`config.mk`:
```
export PLATFORM = sky130hd
export DESIGN_NAME = fetch_skip_seq
export DESIGN_NICKNAME = d
export VERILOG_FILES = /design/src/rtl/fskip_pkg.sv /design/src/rtl/fskip_word_class.sv /design/src/rtl/fskip_fetch_ctrl.sv /design/src/rtl/fskip_slot_fsm.sv /design/src/rtl/fskip_cycle_meter.sv /design/src/rtl/fetch_skip_seq.sv
export SDC_FILE = /design/constraint.sdc
export NUM_CORES = 1
export LEC_CHECK = 0
export BUFFER_PORTS_ARGS = -buffer_cell sky130_fd_sc_hd__clkbuf_2
export CAP_MARGIN = 40
export CELL_PAD_IN_SITES_DETAIL_PLACEMENT = 0
export CELL_PAD_IN_SITES_GLOBAL_PLACEMENT = 1
export CORE_MARGIN = 4
export CORE_UTILIZATION = 37
export CTS_BUF_LIST = sky130_fd_sc_hd__clkbuf_8
export DETAILED_ROUTE_END_ITERATION = 8
export PLACE_DENSITY_LB_ADDON = 0.12
export SKIP_LAST_GASP = 1
export SLEW_MARGIN = 20
export SYNTH_ARGS = -nofsm -noshare
export SYNTH_HDL_FRONTEND = slang
export SYNTH_SLANG_ARGS = --single-unit
```
`constraint.sdc`:
```
create_clock -name clk -period 2.2 [get_ports clk]
set_input_delay 0 -clock clk [delete_from_list [all_inputs] [get_ports clk]]
set_output_delay 0 -clock clk [all_outputs]
set_load 0.005 [all_outputs]
```
`src/rtl/fskip_pkg.sv`:
```
package fskip_pkg;

  typedef enum logic [2:0] {
    ST_BOOT       = 3'd0,
    ST_RUN        = 3'd1,
    ST_OPER       = 3'd2,
    ST_FLUSH_SKIP = 3'd3,
    ST_FLUSH_JMP  = 3'd4,
    ST_FLUSH_TAIL = 3'd5
  } seq_state_e;

  typedef enum logic [2:0] {
    SLOT_IDLE   = 3'd0,
    SLOT_EXEC   = 3'd1,
    SLOT_OPER   = 3'd2,
    SLOT_BUBBLE = 3'd3,
    SLOT_NOP    = 3'd4
  } slot_kind_e;

  typedef struct packed {
    logic head;
    logic tail;
  } word_class_t;

endpackage

```
`src/rtl/fskip_word_class.sv`:
```
module fskip_word_class
  import fskip_pkg::*;
#(
  parameter int              OPC_W     = 4,
  parameter logic [OPC_W-1:0] HEAD_CODE = 4'b1100,
  parameter logic [OPC_W-1:0] TAIL_CODE = 4'b1111,
  parameter bit              PAIR_EN   = 1'b1
) (
  input  logic [OPC_W-1:0] opc,
  output word_class_t      cls
);

  // Pair decoding can be disabled for cores without two-word moves.
  assign cls.head = PAIR_EN && (opc == HEAD_CODE);
  assign cls.tail = PAIR_EN && (opc == TAIL_CODE);

endmodule

```
`src/rtl/fskip_fetch_ctrl.sv`:
```
module fskip_fetch_ctrl #(
  parameter int ADDR_W = 10
) (
  input  logic              clk,
  input  logic              rst,
  input  logic              redirect,
  input  logic [ADDR_W-1:0] target,
  output logic [ADDR_W-1:0] fetch_addr,
  output logic [ADDR_W-1:0] slot_pc
);

  localparam logic [ADDR_W-1:0] ADDR_ONE = ADDR_W'(1);

  always_ff @(posedge clk) begin
    if (rst) begin
      fetch_addr <= '0;
      slot_pc    <= '0;
    end else begin
      slot_pc    <= fetch_addr;
      fetch_addr <= redirect ? target : fetch_addr + ADDR_ONE;
    end
  end


  redirect_land_chk: assert property (@(posedge clk) disable iff (rst)
    (!rst && redirect) |=> (fetch_addr == $past(target)));

endmodule

```
`src/rtl/fskip_slot_fsm.sv`:
```
module fskip_slot_fsm
  import fskip_pkg::*;
(
  input  logic        clk,
  input  logic        rst,
  input  word_class_t cls,
  input  logic        skip_taken,
  input  logic        pc_write,
  output slot_kind_e  slot_kind,
  output logic        redirect,
  output logic        slot_start,
  output logic        slot_last
);

  seq_state_e state_q, state_d;
  logic       exec_plain;

  assign exec_plain = (state_q == ST_RUN) && !cls.head && !cls.tail;

  always_comb begin
    state_d    = state_q;
    slot_kind  = SLOT_BUBBLE;
    redirect   = 1'b0;
    slot_start = 1'b0;
    slot_last  = 1'b0;
    unique case (state_q)
      ST_BOOT: begin
        slot_kind = SLOT_IDLE;
        state_d   = ST_RUN;
      end
      ST_RUN: begin
        slot_start = 1'b1;
        if (cls.tail) begin
          slot_kind = SLOT_NOP;
          slot_last = 1'b1;
        end else if (cls.head) begin
          slot_kind = SLOT_EXEC;
          state_d   = ST_OPER;
        end else begin
          slot_kind = SLOT_EXEC;
          if (pc_write) begin
            redirect = 1'b1;
            state_d  = ST_FLUSH_JMP;
          end else if (skip_taken) begin
            state_d = ST_FLUSH_SKIP;
          end else begin
            slot_last = 1'b1;
          end
        end
      end
      ST_OPER: begin
        slot_kind = SLOT_OPER;
        slot_last = 1'b1;
        state_d   = ST_RUN;
      end
      ST_FLUSH_JMP: begin
        slot_last = 1'b1;
        state_d   = ST_RUN;
      end
      ST_FLUSH_SKIP: begin
        if (cls.head) begin
          state_d = ST_FLUSH_TAIL;
        end else begin
          slot_last = 1'b1;
          state_d   = ST_RUN;
        end
      end
      ST_FLUSH_TAIL: begin
        slot_last = 1'b1;
        state_d   = ST_RUN;
      end
      default: begin
        slot_kind = SLOT_IDLE;
        state_d   = ST_BOOT;
      end
    endcase
  end

  always_ff @(posedge clk) begin
    if (rst) state_q <= ST_BOOT;
    else     state_q <= state_d;
  end


  skip_bubble_chk: assert property (@(posedge clk) disable iff (rst)
    (!rst && exec_plain && skip_taken && !pc_write) |=> (slot_kind == SLOT_BUBBLE));


  pair_flush_chk: assert property (@(posedge clk) disable iff (rst)
    (!rst && state_q == ST_FLUSH_SKIP && cls.head) |=> (slot_kind == SLOT_BUBBLE));


  jump_single_chk: assert property (@(posedge clk) disable iff (rst)
    (!rst && exec_plain && pc_write) |=> (slot_kind == SLOT_BUBBLE) ##1
      (slot_kind == SLOT_EXEC || slot_kind == SLOT_NOP));


  head_operand_chk: assert property (@(posedge clk) disable iff (rst)
    (!rst && state_q == ST_RUN && cls.head) |=> (slot_kind == SLOT_OPER));


  operand_origin_chk: assert property (@(posedge clk) disable iff (rst)
    (slot_kind == SLOT_OPER) |-> ($past(slot_kind) == SLOT_EXEC && !$past(slot_last)));

endmodule

```
`src/rtl/fskip_cycle_meter.sv`:
```
module fskip_cycle_meter #(
  parameter int ADDR_W = 10,
  parameter int CNT_W  = 2
) (
  input  logic              clk,
  input  logic              rst,
  input  logic              slot_start,
  input  logic              slot_last,
  input  logic [ADDR_W-1:0] slot_pc,
  output logic              retire_valid,
  output logic [ADDR_W-1:0] retire_pc,
  output logic [CNT_W-1:0]  retire_cycles
);

  localparam logic [CNT_W-1:0] CNT_ONE = CNT_W'(1);
  localparam logic [CNT_W-1:0] CNT_MAX = '1;

  logic [CNT_W-1:0]  acc_q, cur;
  logic [ADDR_W-1:0] start_pc_q;

  always_comb begin
    if (slot_start)             cur = CNT_ONE;
    else if (acc_q == CNT_MAX)  cur = CNT_MAX;
    else                        cur = acc_q + CNT_ONE;
  end

  always_ff @(posedge clk) begin
    if (rst) begin
      acc_q         <= '0;
      start_pc_q    <= '0;
      retire_valid  <= 1'b0;
      retire_pc     <= '0;
      retire_cycles <= '0;
    end else begin
      acc_q        <= slot_last ? '0 : cur;
      retire_valid <= slot_last;
      if (slot_start) start_pc_q <= slot_pc;
      if (slot_last) begin
        retire_cycles <= cur;
        retire_pc     <= slot_start ? slot_pc : start_pc_q;
      end
    end
  end


  retire_count_chk: assert property (@(posedge clk) disable iff (rst)
    retire_valid |-> (retire_cycles != '0));

endmodule

```
`src/rtl/fetch_skip_seq.sv`:
```
module fetch_skip_seq
  import fskip_pkg::*;
#(
  parameter int               ADDR_W    = 10,
  parameter int               WORD_W    = 16,
  parameter int               OPC_W     = 4,
  parameter int               CNT_W     = 2,
  parameter logic [OPC_W-1:0] HEAD_CODE = 4'b1100,
  parameter logic [OPC_W-1:0] TAIL_CODE = 4'b1111,
  parameter bit               PAIR_EN   = 1'b1
) (
  input  logic              clk,
  input  logic              rst,
  output logic [ADDR_W-1:0] fetch_addr,
  input  logic [WORD_W-1:0] fetch_word,
  input  logic              skip_taken,
  input  logic              pc_write,
  input  logic [ADDR_W-1:0] pc_target,
  output logic [WORD_W-1:0] issue_word,
  output logic [ADDR_W-1:0] issue_pc,
  output logic              issue_valid,
  output logic              issue_operand,
  output logic              retire_valid,
  output logic [ADDR_W-1:0] retire_pc,
  output logic [CNT_W-1:0]  retire_cycles
);

  localparam int OPC_LSB = WORD_W - OPC_W;

  word_class_t       cls;
  slot_kind_e        slot_kind;
  logic              redirect, slot_start, slot_last;
  logic [ADDR_W-1:0] slot_pc;

  fskip_word_class #(
    .OPC_W(OPC_W), .HEAD_CODE(HEAD_CODE), .TAIL_CODE(TAIL_CODE), .PAIR_EN(PAIR_EN)
  ) u_class (
    .opc (fetch_word[WORD_W-1:OPC_LSB]),
    .cls (cls)
  );

  fskip_slot_fsm u_fsm (
    .clk        (clk),
    .rst        (rst),
    .cls        (cls),
    .skip_taken (skip_taken),
    .pc_write   (pc_write),
    .slot_kind  (slot_kind),
    .redirect   (redirect),
    .slot_start (slot_start),
    .slot_last  (slot_last)
  );

  fskip_fetch_ctrl #(.ADDR_W(ADDR_W)) u_fetch (
    .clk        (clk),
    .rst        (rst),
    .redirect   (redirect),
    .target     (pc_target),
    .fetch_addr (fetch_addr),
    .slot_pc    (slot_pc)
  );

  fskip_cycle_meter #(.ADDR_W(ADDR_W), .CNT_W(CNT_W)) u_meter (
    .clk           (clk),
    .rst           (rst),
    .slot_start    (slot_start),
    .slot_last     (slot_last),
    .slot_pc       (slot_pc),
    .retire_valid  (retire_valid),
    .retire_pc     (retire_pc),
    .retire_cycles (retire_cycles)
  );

  assign issue_word    = fetch_word;
  assign issue_pc      = slot_pc;
  assign issue_valid   = (slot_kind == SLOT_EXEC);
  assign issue_operand = (slot_kind == SLOT_OPER);

endmodule

```
# Word-level counts from Yosys, hierarchy flattened
# Index checks and enable logic that the tools add are counted.
totals:
  output_inout_bits: 51
  wordCells: 51
  ff_bits: 48
op_classes:
  muxes: 23
  eq_ne: 12
  add_sub_neg: 2
  n_reduce_logical: 6
ops:
  columns: ["op", "count"]
  rows:
  - ["two-way mux 10 bit", 2]
  - ["two-way mux 3 bit", 6]
  - ["case mux 3 bit (3 select lines)", 2]
  - ["adder 10 x 1 -> 10 bit (second input constant)", 1]
  - ["two-way mux 1 bit", 10]
  - ["== test 3 x 2 -> 1 bit (second input constant)", 3]
  - ["== test 4 bit (second input constant)", 2]
  - ["== test 3 x 1 -> 1 bit (second input constant)", 2]
  - ["== test 3 bit (second input constant)", 2]
  - ["OR reduction 3 bit", 2]
  - ["two-way mux 2 bit", 2]
  - ["inequality test 4 bit (second input constant)", 1]
  - ["OR reduction 4 bit", 1]
  - ["logical NOT 3 bit", 1]
  - ["case mux 1 bit (3 select lines)", 1]
  - ["adder 2 x 1 -> 2 bit (second input constant)", 1]
  - ["== test 2 bit (second input constant)", 1]
  - ["inequality test 2 bit (second input constant)", 1]
  - ["AND reduction 2 bit", 1]
  - ["OR reduction 2 bit", 1]

# Depth between registers and ports, before layout
# Gate-level depths: netlist of the first run.
logic_depth:
  depth_word: 6
  depth_mapped: 7
  ltp_nobuf: 5

# Modules after synthesis
# From an unflattened synthesis of the first run, not the netlist that was laid out.
hier_totals:
  cells_unflattened: 211
  hier_area_um2: 1991.9
by_module_without_submodules:
  columns: ["module", "cells_per_inst", "instances", "area_each_um2"]
  rows:
  - ["fskip_cycle_meter", 82, 1, 845.8]
  - ["fskip_fetch_ctrl", 79, 1, 762.0]
  - ["fskip_slot_fsm", 30, 1, 226.5]
  - ["fetch_skip_seq", 18, 1, 135.1]
  - ["fskip_word_class", 2, 1, 22.5]

# Worst setup path after synthesis of the first run
# OpenSTA, ideal clock, no wires.
synth_timing:
  path_kind: "reg-to-reg"
  startpoint: "reg u_fsm.state_q[1]"
  endpoint: "reg u_fetch.fetch_addr[0]"
  required_time_ns: 2.114
  n_path_buf: 3
  stages_incl_launch_ff: 7
  setup_slack_ns: 0.498
  setup_time_ns: 0.086
  arrival_ns: 1.617
  cell_sequence: "dfxtp_1 -> or3b_1 -> clkbuf_1 -> a311o_1 -> buf_2 -> buf_6 -> a211oi_1"
synth_between:
  elab_chain_cells: 3
synth_lines:
  columns: ["item", "line", "rtl"]
  rows:
  - ["start, declared", "fskip_slot_fsm.sv:15", "seq_state_e state_q, state_d;"]
  - ["start signal, assigned", "fskip_slot_fsm.sv:81", "else state_q <= state_d;"]
  - ["== test 3 x 1 -> 1 bit", "fskip_slot_fsm.sv:26", "unique case (state_q)"]
  - ["two-way mux 1 bit", "fskip_slot_fsm.sv:26", null]
  - ["two-way mux 10 bit", "fskip_fetch_ctrl.sv:20", "fetch_addr <= redirect ? target : fetch_addr + ADDR_ONE;"]
  - ["end signal, assigned", "fskip_fetch_ctrl.sv:20", null]
  - ["end, declared", "fskip_fetch_ctrl.sv:8", "output logic [ADDR_W-1:0] fetch_addr,"]
# No other way between the ends.
# A chain may end at the register's enable or synchronous reset.

# Final worst setup path of the first run
layout_timing:
  startpoint: "reg u_fsm.state_q[1]"
  endpoint: "reg u_fetch.fetch_addr[1]"
# The elaborated chain is that of the path after synthesis.

==> results of run 1 <==
[where the power goes]
part / internal (W) / total [W] / switching (W)
sequential: 0.000915 / 0.000954 / 0.0000393
clock: 0.000215 / 0.000484 / 0.000268
combinational: 0.000120 / 0.000234 / 0.000114
total: 0.00125 / 0.00167 / 0.000422
[worst register-to-register path: stages, from the launching register on]
cell and delay, ps:
sky130_fd_sc_hd__dfxtp_1 350, sky130_fd_sc_hd__or3b_1 400, sky130_fd_sc_hd__a311o_1 570, sky130_fd_sc_hd__mux2i_1 230, sky130_fd_sc_hd__nor2_1 50
[synthesized netlist by cell type, types with 2 or more instances]
cell type	instances
sky130_fd_sc_hd__inv_1	4
sky130_fd_sc_hd__dfxtp_1	48
sky130_fd_sc_hd__mux2_4	10
sky130_fd_sc_hd__mux2i_1	2
sky130_fd_sc_hd__xnor2_1	7
sky130_fd_sc_hd__buf_4	16
sky130_fd_sc_hd__a211oi_1	11
sky130_fd_sc_hd__nor2_1	14
sky130_fd_sc_hd__o21ai_0	2
sky130_fd_sc_hd__and3_1	3
sky130_fd_sc_hd__nand2_1	23
sky130_fd_sc_hd__xor2_1	2
sky130_fd_sc_hd__a21oi_1	11
sky130_fd_sc_hd__buf_6	2
sky130_fd_sc_hd__clkbuf_1	8
sky130_fd_sc_hd__mux2_2	3
sky130_fd_sc_hd__nand3_1	2
sky130_fd_sc_hd__nor2b_1	22
sky130_fd_sc_hd__nor3_1	6
sky130_fd_sc_hd__nor3b_1	3
sky130_fd_sc_hd__a2bb2oi_1	2
[layout make-up]
type | count | area [um2]
multi-input combinational | 133 | 907
fill | 516 | 2780
timing repair buffer | 69 | 403
tap | 70 | 87.6
inverter | 4 | 15.0
clock buffer | 5 | 68.8
sequential | 48 | 961
clock inverter | 2 | 12.5
[metal layers]
metal  vias up  track usage (%)  share of wire, %
li1        797                -                 -
met1       670             17.0                45
met2        48             21.5                46
met3         8             5.10               7.9
met4         0             3.59               1.0
met5         -                0                 0
[sequential cells by signal, summed over array words and instances (netlist names)]
| register | flops |
|---|---|
| u_meter.retire_cycles | 2 |
| u_meter.start_pc_q | 10 |
| u_meter.acc_q | 2 |
| u_fsm.state_q | 3 |
| u_meter.retire_pc | 10 |
| u_meter.retire_valid | 1 |
| u_fetch.slot_pc | 10 |
| u_fetch.fetch_addr | 10 |
[metrics by stage]
step	area (um2)	setup slack, ps	total power [W]	hold slack [ps]	instances
floorplan	2060	498	0.00113	80.8	212
global placement	2270	465	0.00120	0.0601	314
detailed placement	2270	454	0.00120	0.0601	314
CTS	2450	440	0.00170	0.0601	331
global route	2450	301	0.00177	0.0102	331
finish	2450	466	0.00167	0.00229	331
[worst paths after layout]
kind,to,depth (start not counted)
min reg2reg,u_meter.start_pc_q[1],2
min,issue_word[8],0
max,u_fetch.fetch_addr[1],4
max reg2reg,u_fetch.fetch_addr[1],4
[logic make-up (layout without fill, tap and decap cells)]
family | after synthesis | in the layout
simple gates | 78 | 78
fa+ha+maj | 1 | 1
compound gates | 30 | 30
xor+xnor | 9 | 9
mux | 15 | 15
buf+inv | 31 | 80
flops | 48 | 48
[what timing repair did]
item | CTS | global route
endpoints found under the setup margin | 0 | 0
hold endpoints to repair | 10 | 0
hold buffers | 10 | 0
==> tab_implementation.tex, run 1 <==
\begin{tabular}{lr}
\hline
Metric & Value \\
\hline
\multicolumn{2}{l}{\textbf{Clock network}} \\
\quad Buffer levels on the longest clock path & 2 \\
\quad Sinks on the clock net & 48 \\
\quad Root Buffer & sky130\_fd\_sc\_hd\_\_clkbuf\_8 \\
\quad Number of buffers inserted during clock tree synthesis & 5 \\
\quad TritonCTS clock tree & yes \\
\quad H-tree levels & 2 \\
\quad Clock transition at the registers of the reported paths & 80 ps \\
\quad Number of instances resized during post-cts repair & 0 \\
\quad Buffers inserted by post-CTS timing repair & 0 \\
\quad Latest clock arrival within the worst-skew pair & 290 ps \\
\multicolumn{2}{l}{\textbf{Synth}} \\
\quad Post-Syn Nets & 243 \\
\quad Top cell type by total area after synthesis & sky130\_fd\_sc\_hd\_\_dfxtp\_1 \\
\quad Area share of xor/xnor cells in the synthesized design & 3.83\% \\
\quad Average instance area after synthesis & 9.72 um2 \\
\quad Number of standard cells after synthesis & 212 \\
\quad Dominant combinational cell family by area after synthesis & simple AND/OR/NAND/NOR gates \\
\quad Fraction of post-synthesis cell area in the top cell type by area & 46.6\% \\
\quad Area fraction in compound gates after synthesis & 9.90\% \\
\quad Synth top area cells & sky130\_fd\_sc\_hd\_\_dfxtp\_1 47\%, sky130\_fd\_sc\_hd\_\_mux2\_4 7.3\%, sky130\_fd\_sc\_hd\_\_nor2b\_1 6.7\% \\
\quad Total standard cell area after synthesis & 0.00206 mm2 \\
\quad Synthesized-area fraction occupied by adder cells & 0.607\% \\
\quad Distinct cell type count after synthesis & 32 \\
\quad Dominant synthesized flop cell & sky130\_fd\_sc\_hd\_\_dfxtp\_1 \\
\quad Sequential cell area fraction in the yosys report & 46.6\% \\
\quad Syn. warnings & 0 \\
\quad Synthesized-area fraction occupied by and/or/nand/nor cells & 19.8\% \\
\quad Share of flip-flops with an asynchronous set or reset after synthesis & 0\% \\
\quad Flop and latch count out of synthesis & 48 \\
\quad Number of enable-type register cells in the synthesized netlist & 0 \\
\quad Fraction of synthesized area in multiplexers & 9.90\% \\
\multicolumn{2}{l}{\textbf{Min path}} \\
\quad Critical hold path startpoint & fetch\_word[8] \\
\quad Hold Path Class & in2out \\
\multicolumn{2}{l}{\textbf{STA}} \\
\quad Transition time at the pin with the least slew margin & 720 ps \\
\quad Post-layout minimum cycle time & 1730 ps \\
\quad Period utilisation layout & 78.8\% \\
\quad Maximum achievable frequency & 577 MHz \\
\quad Maximum clock skew at final layout & 8.49 ps \\
\quad Final Max Slew Viols & 0 \\
\quad Hold Violations, Final & 0 \\
\quad Worst slew margin relative to its limit & 52.0\% \\
\quad Final setup violating endpoints & 0 \\
\quad Setup repair after global routing missed its margin & no \\
\quad Setup TNS Final & 0 ps \\
\multicolumn{2}{l}{\textbf{Flow run}} \\
\quad Max\_cap viols & 0 \\
\multicolumn{2}{l}{\textbf{Floorplanning}} \\
\quad Number of top-level pins & 81 \\
\quad Starting density of the core & 39.3\% \\
\quad Vertical die dimension & 82.6 um \\
\quad Die area & 0.00683 mm2 \\
\quad Die span in x & 82.6 um \\
\quad Row count & 26 \\
\quad Placeable core region & 0.00524 mm2 \\
\multicolumn{2}{l}{\textbf{Setup path}} \\
\quad Buffers and inverters on the worst path & 0 \\
\quad Slowest cell delay on critical path & 570 ps \\
\quad Worst path top cell family by delay & compound AO/OA/AOI/OAI gates \\
\quad CP Launch Type & register \\
\quad Worst EP arrival & 1890 ps \\
\quad CP Max Fanout & 19 \\
\quad Source of the critical timing path & u\_fsm.state\_q[1] \\
\quad Worst setup EP type & register \\
\quad Reg-to-Reg Start & u\_fsm.state\_q[1] \\
\quad Minimum setup slack among reg-to-reg paths & 470 ps \\
\quad Slowest cell on the critical path & sky130\_fd\_sc\_hd\_\_a311o\_1 \\
\quad Crit path cell chain & or3b\_1 -> a311o\_1 -> mux2i\_1 -> nor2\_1 \\
\quad CP Class & reg2reg \\
\quad Crit path required time & 2350 ps \\
\multicolumn{2}{l}{\textbf{Global routing}} \\
\quad Global-route congestion overflow total & 0 \\
\quad Global-route wire length before repair & 7060 um \\
\quad Total routing resource utilization after global routing & 13.5\% \\
\quad Pin count of the biggest net entering global routing & 36 \\
\quad Number of global-route vias before repair & 1,447 \\
\quad Initial antenna violation count & 0 \\
\multicolumn{2}{l}{\textbf{Layout}} \\
\quad Post-layout util & 46.9\% \\
\quad Number of nets in the finished design & 292 \\
\quad Count of antenna diodes in the layout & 0 \\
\quad Signed area change from the synthesized netlist to the final layout & 19.1\% \\
\quad Most common cell after layout, fill and taps aside & sky130\_fd\_sc\_hd\_\_clkbuf\_2 \\
\quad Top library cells by usage in the layout, fill and taps aside & 56 x sky130\_fd\_sc\_hd\_\_clkbuf\_2, 48 x sky130\_fd\_sc\_hd\_\_dfxtp\_1, 23 x sky130\_fd\_sc\_hd\_\_nand2\_1, 22 x sky130\_fd\_sc\_hd\_\_nor2b\_1, 14 x sky130\_fd\_sc\_hd\_\_nor2\_1 \\
\quad Ratio of cells with drive above 1 in the final layout & 30.7\% \\
\multicolumn{2}{l}{\textbf{Placed design}} \\
\quad Count of input and output buffers & 56 \\
\quad Final HPWL DP & 3190 um \\
\quad GP Congestion & 0.768 \\
\multicolumn{2}{l}{\textbf{Route}} \\
\quad Per-cell via count in the routed design & 4.60 \\
\quad Routed Antenna Nets & 0 \\
\quad Initial detailed-routing violation count & 68 \\
\quad Drc violations & 0 \\
\quad Pre-antenna DRT Iters & 4 \\
\quad Post-detailed-route wirelength per cell & 13.2 um \\
\quad Via total after detailed routing & 1,523 \\
\quad Sum of routed wire length over all layers & 4360 um \\
\multicolumn{2}{l}{\textbf{Power}} \\
\quad Leakage power figure & 1.06 nW \\
\quad VDD IR max & 249 uV \\
\quad Power Density & 681 mW/mm2 \\
\multicolumn{2}{l}{\textbf{Status}} \\
\quad Status & finished, final reports clean \\
\hline
\end{tabular}
Note: power is estimated with default switching activity, not from simulation.
==> inputs of run 2 (changes only) <==
Clock period 2.2 ns to 1.7 ns, I/O delays scaled along.
==> run 2 against run 1 <==
Effect of this change: maximum frequency rose by 9.5%; count of clock-buffer cells in the layout did not move; die area did not move; wire length rose by 5.4%; combinational power rose by 44%; cell count rose by 1.5%; utilization rose by 2.4 points; highest routed layer unchanged.
==> tab_implementation.tex, run 2 (same netlist as run 1, synthesis figures left out) <==
\begin{tabular}{lr}
\hline
Metric & Value \\
\hline
\multicolumn{2}{l}{\textbf{Setup path}} \\
\quad Reg-to-Reg Start & u\_fsm.state\_q[0] \\
\quad CP Class & reg2reg \\
\quad Crit path cell chain & inv\_1 -> o41a\_1 -> mux2\_4 -> mux2\_4 \\
\quad Worst setup EP type & register \\
\quad Crit path required time & 1890 ps (-460 ps) \\
\quad CP Launch Type & register \\
\quad Slowest cell on the critical path & sky130\_fd\_sc\_hd\_\_o41a\_1 \\
\quad CP Max Fanout & 6 (-13) \\
\quad Worst EP arrival & 1780 ps (-110 ps) \\
\quad Worst path top cell family by delay & multiplexers \\
\quad Most common cell on crit path & sky130\_fd\_sc\_hd\_\_mux2\_4 \\
\quad Buffers and inverters on the worst path & 1 (+1) \\
\quad Slowest cell delay on critical path & 420 ps (-150 ps) \\
\quad Source of the critical timing path & u\_fsm.state\_q[0] \\
\multicolumn{2}{l}{\textbf{Placed design}} \\
\quad Count of input and output buffers & 56 (unchanged) \\
\quad GP Congestion & 0.814 (+5.9\%) \\
\quad Number of cells after detailed placement & 318 (+1.3\%) \\
\quad Final HPWL DP & 3200 um (+0.26\%) \\
\multicolumn{2}{l}{\textbf{Global routing}} \\
\quad Initial antenna violation count & 0 (unchanged) \\
\quad Pin count of the biggest net entering global routing & 35 (-2.8\%) \\
\quad Global-route wire length before repair & 7250 um (+2.6\%) \\
\quad Total routing resource utilization after global routing & 13.9\% (+0.40 points) \\
\quad Number of global-route vias before repair & 1,428 (-1.3\%) \\
\quad Global-route congestion overflow total & 0 (unchanged) \\
\multicolumn{2}{l}{\textbf{STA}} \\
\quad Period utilisation layout & 93.2\% (+14 points) \\
\quad Setup TNS Final & 0 ps (unchanged) \\
\quad Worst slew margin relative to its limit & 55.5\% (+3.5 points) \\
\quad Transition time at the pin with the least slew margin & 667 ps (-52.7 ps) \\
\quad Hold Violations, Final & 0 (unchanged) \\
\quad Final Max Slew Viols & 0 (unchanged) \\
\quad Maximum clock skew at final layout & 7.62 ps (-0.877 ps) \\
\quad Post-layout minimum cycle time & 1580 ps (-151 ps) \\
\quad Final setup violating endpoints & 0 (unchanged) \\
\quad Setup repair after global routing missed its margin & no \\
\quad Maximum achievable frequency & 631 MHz (+9.5\%) \\
\multicolumn{2}{l}{\textbf{Clock network}} \\
\quad Number of buffers inserted during clock tree synthesis & 5 (unchanged) \\
\quad Buffer levels on the longest clock path & 2 (unchanged) \\
\quad Root Buffer & sky130\_fd\_sc\_hd\_\_clkbuf\_8 \\
\quad TritonCTS clock tree & yes \\
\quad H-tree levels & 2 (unchanged) \\
\quad Clock transition at the registers of the reported paths & 80 ps (about the same) \\
\quad Latest clock arrival within the worst-skew pair & 300 ps (about the same) \\
\quad Buffers inserted by post-CTS timing repair & 0 (unchanged) \\
\quad Sinks on the clock net & 48 (unchanged) \\
\multicolumn{2}{l}{\textbf{Floorplanning}} \\
\quad Row count & 26 (unchanged) \\
\quad Vertical die dimension & 82.6 um (unchanged) \\
\quad Die span in x & 82.6 um (unchanged) \\
\quad Placeable core region & 0.00524 mm2 (unchanged) \\
\quad Starting density of the core & 39.3\% (unchanged) \\
\quad Die area & 0.00683 mm2 (unchanged) \\
\quad Number of top-level pins & 81 (unchanged) \\
\multicolumn{2}{l}{\textbf{Flow run}} \\
\quad Max\_cap viols & 0 (unchanged) \\
\multicolumn{2}{l}{\textbf{Power}} \\
\quad Sequential share of power & 49.1\% (-8.0 points) \\
\quad Relative contribution of combinational cells to total power & 13.4\% (-0.6 points) \\
\quad Clock network fraction of total power & 37.5\% (+8.6 points) \\
\quad VDD IR max & 408 uV (+64\%) \\
\quad Leakage power figure & 1.13 nW (+6.2\%) \\
\quad Switching power as a share of total power & 22.9\% (-2.4 points) \\
\quad Internal power consumption & 0.00194 W (+55\%) \\
\quad P\_sw & 0.000574 W (+36\%) \\
\quad Power Density & 973 mW/mm2 (+43\%) \\
\multicolumn{2}{l}{\textbf{Route}} \\
\quad Via total after detailed routing & 1,554 (+2.0\%) \\
\quad Post-detailed-route wirelength per cell & 13.7 um (+3.8\%) \\
\quad Sum of routed wire length over all layers & 4590 um (+5.4\%) \\
\quad Per-cell via count in the routed design & 4.63 (+0.52\%) \\
\quad Pre-antenna DRT Iters & 4 (unchanged) \\
\quad Drc violations & 0 (unchanged) \\
\quad Routed Antenna Nets & 0 (unchanged) \\
\quad Initial detailed-routing violation count & 73 (+7.4\%) \\
\multicolumn{2}{l}{\textbf{Layout}} \\
\quad Number of nets in the finished design & 297 (+1.7\%) \\
\quad Most common cell after layout, fill and taps aside & sky130\_fd\_sc\_hd\_\_clkbuf\_2 \\
\quad Post-layout util & 49.3\% (+2.4 points) \\
\quad Ratio of cells with drive above 1 in the final layout & 33.8\% (+3.2 points) \\
\quad Top library cells by usage in the layout, fill and taps aside & 56 x sky130\_fd\_sc\_hd\_\_clkbuf\_2, 47 x sky130\_fd\_sc\_hd\_\_dfxtp\_1, 23 x sky130\_fd\_sc\_hd\_\_nand2\_1, 22 x sky130\_fd\_sc\_hd\_\_nor2b\_1, 14 x sky130\_fd\_sc\_hd\_\_nor2\_1 \\
\quad Count of fill cells added during filler insertion & 502 (-2.7\%) \\
\quad Count of antenna diodes in the layout & 0 (unchanged) \\
\quad Final standard cell count with taps included and fillers excluded & 336 (+1.5\%) \\
\quad Signed area change from the synthesized netlist to the final layout & 25.3\% \\
\multicolumn{2}{l}{\textbf{Min path}} \\
\quad Critical hold path startpoint & fetch\_word[6] \\
\quad Hold Path Class & in2out \\
\multicolumn{2}{l}{\textbf{Status}} \\
\quad Status & finished, final reports clean \\
\hline
\end{tabular}
==> run 2: path summary, 6_finish.rpt <==
kind / to / slack (ps) / depth (start not counted)
setup / recovery: u_meter.retire_pc[9] / 120 / 4
hold / removal: issue_word[6] / 0.002 / 0
setup reg to reg: u_meter.retire_pc[9] / 120 / 4
hold reg to reg: u_meter.start_pc_q[5] / 470 / 2
==> run 2: worst register-to-register path, stage by stage, from the launching register on <==
cell and delay (ps):
sky130_fd_sc_hd__dfxtp_2 340, sky130_fd_sc_hd__inv_1 60, sky130_fd_sc_hd__o41a_1 420, sky130_fd_sc_hd__mux2_4 350, sky130_fd_sc_hd__mux2_4 310
==> run 2: power groups by stage <==
stage               registers [W]  logic, W  clock network (W)
floorplan                 0.00125  0.000211                  0
global placement          0.00126  0.000308                  0
detailed placement        0.00126  0.000308                  0
CTS                       0.00123  0.000326           0.000971
global route              0.00124  0.000375            0.00101
finish                    0.00123  0.000336           0.000943
==> run 2: layer usage <==
| metal | vias up | routed length (um) | GRT usage, % |
|---|---|---|---|
| met2 | 51 | 2030 | 20.1 |
| li1 | 810 | - | - |
| met1 | 677 | 2180 | 18.6 |
| met5 | - | 0 | 0 |
| met3 | 16 | 312 | 4.45 |
| met4 | 0 | 73 | 6.21 |
==> run 2: repair_timing <==
action                                  CTS  global route
hold buffers                             10             0
endpoints found under the hold margin    10             0
endpoints found under the setup margin    0            17
resized for setup                         0             6
==> run 2: layout make-up <==
class	count	area, um2	share of cell area, %
Clock buffer	5	68.8	2.67
Clock inverter	2	60.1	2.33
Inverter	4	15.0	0.582
Multi-Input combinational cell	134	942	36.5
Sequential cell	48	962	37.3
Tap cell	70	87.6	3.39
Timing Repair Buffer	73	445	17.3
==> run 2: stage by stage <==
| stage | setup slack (ps) | power [W] | hold WS [ps] | area, um2 |
|---|---|---|---|---|
| 3_3_place_gp | 67.8 | 0.00157 | 0.0601 | 2320 |
| 2_1_floorplan | 6.42 | 0.00146 | 80.8 | 2060 |
| 4_1_cts | 29.6 | 0.00253 | 0.0601 | 2540 |
| 6_report | 116 | 0.00251 | 0.00224 | 2580 |
| 5_1_grt | 28.2 | 0.00262 | 0.00997 | 2580 |
| 3_5_place_dp | 32.7 | 0.00157 | 0.0601 | 2320 |
==> inputs of run 3 (changes only) <==
Settings changed: CORE_UTILIZATION 37 to 36, CTS_CLUSTER_SIZE from default to 30, SKIP_CTS_REPAIR_TIMING from default to 1, SYNTH_HIERARCHICAL from default to 1.
==> run 3 against run 2 <==
Effect of this change: the flow now finishes with violations (hold timing); hold slack worse by 40 ps; maximum frequency is 2.1% lower; critical endpoint is now issue_operand; first-iteration DRC count shrank 21%; sequential power about the same; highest routed layer unchanged; register-to-register slack got worse by 30 ps; global-route usage down 0.33 points; combinational power is 24% higher; cell count is 1.8% higher; non-clock buffer count grew 8.
==> tab_implementation.tex, run 3 <==
\begin{tabular}{lr}
\hline
Metric & Value \\
\hline
\multicolumn{2}{l}{\textbf{Status}} \\
\quad Status & finished, violations left \\
\quad Violations in the final reports & hold timing \\
\multicolumn{2}{l}{\textbf{Layout}} \\
\quad Most common cell after layout, fill and taps aside & sky130\_fd\_sc\_hd\_\_clkbuf\_2 \\
\quad Top library cells by usage in the layout, fill and taps aside & 56 x sky130\_fd\_sc\_hd\_\_clkbuf\_2, 47 x sky130\_fd\_sc\_hd\_\_dfxtp\_1, 35 x sky130\_fd\_sc\_hd\_\_nor2\_1, 14 x sky130\_fd\_sc\_hd\_\_a211oi\_1, 12 x sky130\_fd\_sc\_hd\_\_buf\_4 \\
\quad Number of nets in the finished design & 302 (+1.7\%) \\
\quad Storage cell area & 962 um2 (unchanged) \\
\quad Signed area change from the synthesized netlist to the final layout & 30.0\% \\
\quad Ratio of cells with drive above 1 in the final layout & 33.8\% (about the same) \\
\quad Count of fill cells added during filler insertion & 524 (+4.4\%) \\
\quad Count of antenna diodes in the layout & 0 (unchanged) \\
\quad Footprint of the multi-input gates & 852 um2 (-9.6\%) \\
\quad Final instance area & 0.00259 mm2 (+0.34\%) \\
\multicolumn{2}{l}{\textbf{Synth}} \\
\quad Dominant synthesized flop cell & sky130\_fd\_sc\_hd\_\_dfxtp\_1 \\
\quad Area fraction in compound gates after synthesis & 12.8\% (+2.9 points) \\
\quad Post-Syn Nets & 242 (-0.41\%) \\
\quad Fraction of post-synthesis cell area in the top cell type by area & 48.2\% (+1.6 points) \\
\quad Fraction of synthesized area in multiplexers & 5.53\% (-4.4 points) \\
\quad Synthesized-area fraction occupied by and/or/nand/nor cells & 20.5\% (+0.75 points) \\
\quad Syn. warnings & 6 (+6) \\
\quad Average instance area after synthesis & 9.44 um2 (-2.9\%) \\
\quad Number of enable-type register cells in the synthesized netlist & 0 (unchanged) \\
\quad Area share of xor/xnor cells in the synthesized design & 1.76\% (-2.1 points) \\
\quad Share of flip-flops with an asynchronous set or reset after synthesis & 0\% (unchanged) \\
\quad Distinct cell type count after synthesis & 35 (+9.4\%) \\
\quad Number of standard cells after synthesis & 211 (-0.47\%) \\
\quad Most frequent cell after synthesis & sky130\_fd\_sc\_hd\_\_dfxtp\_1 \\
\quad Synth top area cells & sky130\_fd\_sc\_hd\_\_dfxtp\_1 48\%, sky130\_fd\_sc\_hd\_\_nor2\_1 6.6\%, sky130\_fd\_sc\_hd\_\_buf\_4 6.0\% \\
\quad Total standard cell area after synthesis & 0.00199 mm2 (-3.3\%) \\
\quad Top cell type by total area after synthesis & sky130\_fd\_sc\_hd\_\_dfxtp\_1 \\
\quad Post-synth top cells & 48 x sky130\_fd\_sc\_hd\_\_dfxtp\_1, 35 x sky130\_fd\_sc\_hd\_\_nor2\_1, 16 x sky130\_fd\_sc\_hd\_\_buf\_4 \\
\quad Dominant combinational cell family by area after synthesis & simple AND/OR/NAND/NOR gates \\
\quad Sequential cell area fraction in the yosys report & 48.2\% (+1.6 points) \\
\quad Synthesized-area fraction occupied by adder cells & 0.628\% (+0.021 points) \\
\quad Flop and latch count out of synthesis & 48 (unchanged) \\
\multicolumn{2}{l}{\textbf{STA}} \\
\quad Maximum clock skew at final layout & 7.00 ps (-0.613 ps) \\
\quad Transition time at the pin with the least slew margin & 426 ps (-241 ps) \\
\quad Worst slew margin relative to its limit & 71.6\% (+16 points) \\
\quad Post-layout minimum cycle time & 1620 ps (+34.4 ps) \\
\quad Final Max Slew Viols & 0 (unchanged) \\
\quad Maximum achievable frequency & 618 MHz (-2.1\%) \\
\quad Hold Violations, Final & 1 (+1) \\
\quad Final setup violating endpoints & 0 (unchanged) \\
\quad Period utilisation layout & 95.2\% (+2.0 points) \\
\quad Hold slack & -40.3 ps (-40.3 ps) \\
\multicolumn{2}{l}{\textbf{Power}} \\
\quad Leakage power figure & 1.12 nW (-0.69\%) \\
\quad VDD IR max & 394 uV (-3.6\%) \\
\quad Overall power consumption & 0.00253 W (+0.78\%) \\
\quad Power Density & 977 mW/mm2 (+0.44\%) \\
\multicolumn{2}{l}{\textbf{Setup path}} \\
\quad Worst EP arrival & 1620 ps (-160 ps) \\
\quad Crit path required time & 1700 ps (-190 ps) \\
\quad Worst setup EP type & output port \\
\quad CP Class & reg2out \\
\quad Crit path cell chain & buf\_4 -> nand2b\_4 -> nor2\_1 -> buf\_12 -> and2\_1 -> nor3b\_1 -> clkbuf\_2 \\
\quad Worst path top cell family by delay & simple AND/OR/NAND/NOR gates \\
\quad Buffers and inverters on the worst path & 3 (+2) \\
\quad CP Launch Type & register \\
\quad Minimum setup slack among reg-to-reg paths & 90 ps (-30 ps) \\
\quad Slowest cell delay on critical path & 330 ps (-90 ps) \\
\quad CP Max Fanout & 13 (+7) \\
\quad Slowest cell on the critical path & sky130\_fd\_sc\_hd\_\_dfxtp\_2 \\
\multicolumn{2}{l}{\textbf{Global routing}} \\
\quad Global-route wire length before repair & 7000 um (-3.3\%) \\
\quad Global-route congestion overflow total & 0 (unchanged) \\
\quad Pin count of the biggest net entering global routing & 27 (-23\%) \\
\quad Number of global-route vias before repair & 1,458 (+2.1\%) \\
\quad Initial antenna violation count & 0 (unchanged) \\
\quad Total routing resource utilization after global routing & 13.5\% (-0.33 points) \\
\multicolumn{2}{l}{\textbf{Route}} \\
\quad Drc violations & 0 (unchanged) \\
\quad Via total after detailed routing & 1,626 (+4.6\%) \\
\quad Pre-antenna DRT Iters & 4 (unchanged) \\
\quad Sum of routed wire length over all layers & 4290 um (-6.5\%) \\
\quad Initial detailed-routing violation count & 58 (-21\%) \\
\quad Routed Antenna Nets & 0 (unchanged) \\
\quad Post-detailed-route wirelength per cell & 12.6 um (-8.2\%) \\
\quad Per-cell via count in the routed design & 4.75 (+2.8\%) \\
\multicolumn{2}{l}{\textbf{Floorplanning}} \\
\quad Die span in x & 82.4 um (-0.30\%) \\
\quad Number of top-level pins & 81 (unchanged) \\
\quad Placeable core region & 0.00524 mm2 (unchanged) \\
\quad Die area & 0.00679 mm2 (-0.59\%) \\
\quad Row count & 26 (unchanged) \\
\quad Vertical die dimension & 82.4 um (-0.30\%) \\
\quad Starting density of the core & 38.0\% (-1.3 points) \\
\multicolumn{2}{l}{\textbf{Clock network}} \\
\quad Buffer levels on the longest clock path & 2 (unchanged) \\
\quad H-tree levels & 2 (unchanged) \\
\quad Clock transition at the registers of the reported paths & 90 ps (about the same) \\
\quad Root Buffer & sky130\_fd\_sc\_hd\_\_clkbuf\_8 \\
\quad Sinks on the clock net & 48 (unchanged) \\
\quad Number of buffers inserted during clock tree synthesis & 5 (unchanged) \\
\quad Latest clock arrival within the worst-skew pair & 300 ps (about the same) \\
\quad TritonCTS clock tree & yes \\
\multicolumn{2}{l}{\textbf{Flow run}} \\
\quad Max\_cap viols & 0 (unchanged) \\
\multicolumn{2}{l}{\textbf{Placed design}} \\
\quad Count of input and output buffers & 56 (unchanged) \\
\quad Instance area at placement & 0.00236 mm2 (+1.8\%) \\
\quad GP Congestion & 0.795 (-2.3\%) \\
\quad Final HPWL DP & 3290 um (+2.9\%) \\
\multicolumn{2}{l}{\textbf{Min path}} \\
\quad Hold Path Class & in2reg \\
\hline
\end{tabular}
## run 3: cell count changes after synthesis, sizes merged, moves of 4 or more
cell	change
nand3	+4
nand2	-20
xnor2	-7
a311oi	+5
nand2b	+4
nor2b	-12
mux2	-13
a21oi	-4
mux2i	+9
nor2	+21
## run 3: final timing paths
check | endpoint | depth (start not counted) | from
worst min register to register | u_meter/acc_q[0] | 1 | u_meter/acc_q[0]
worst min-delay path | u_fetch/fetch_addr[3] | 3 | pc_target[3]
worst max register to register | u_fetch/fetch_addr[8] | 6 | u_fsm/state_q[2]
worst max-delay path | issue_operand | 7 | u_fsm/state_q[2]
## run 3: layout make-up
cell class / count / share of cell area, %
Tap cell: 70 / 3.38
Clock inverter: 2 / 1.50
Timing Repair Buffer: 81 / 20.9
Sequential cell: 48 / 37.1
Inverter: 7 / 1.01
Multi-Input combinational cell: 128 / 32.9
Clock buffer: 6 / 3.19
## run 3: metal layers
metal / wire length [um] / GRT usage [%] / up-vias
met2: 1780 / 18.7 / 57
met3: 398 / 4.45 / 19
met5: 0 / 0 / -
li1: - / - / 837
met1: 2040 / 18.9 / 713
met4: 83 / 6.15 / 0
## run 3: tightest hold or removal path: stages
cell and delay [ps]:
sky130_fd_sc_hd__clkbuf_2 80, sky130_fd_sc_hd__nor2_1 90, sky130_fd_sc_hd__a211oi_1 50
## run 3: kinds of logic (layout without fill, tap and decap cells)
logic type / count (synthesis) / count (layout)
mux: 11 / 11
flops: 48 / 48
xor+xnor: 4 / 4
compound gates: 37 / 37
fa+ha+maj: 1 / 1
simple gates: 75 / 75
buf+inv: 35 / 96
## run 3: per-stage QoR
step | setup slack, ps | hold slack (ps) | utilization (%) | setup TNS, ps | std cells
final | 82.0 | -40.3 | 49.5 | 0 | 342
after global routing | -32.8 | 0.00887 | 49.5 | -32.8 | 342
after CTS | 47.8 | -77.2 | 47.3 | 0 | 333
after detailed placement | 51.0 | 0.0601 | 45.0 | 0 | 325
after global placement | 73.2 | 0.0601 | 45.0 | 0 | 325
after floorplan | -39.9 | 69.7 | - | -237 | 211
## run 3: where the power goes
part / total, W / switching (W) / internal, W
registers: 0.00126 / 0.0000552 / 0.00120
logic: 0.000417 / 0.000197 / 0.000220
clock network: 0.000857 / 0.000376 / 0.000481
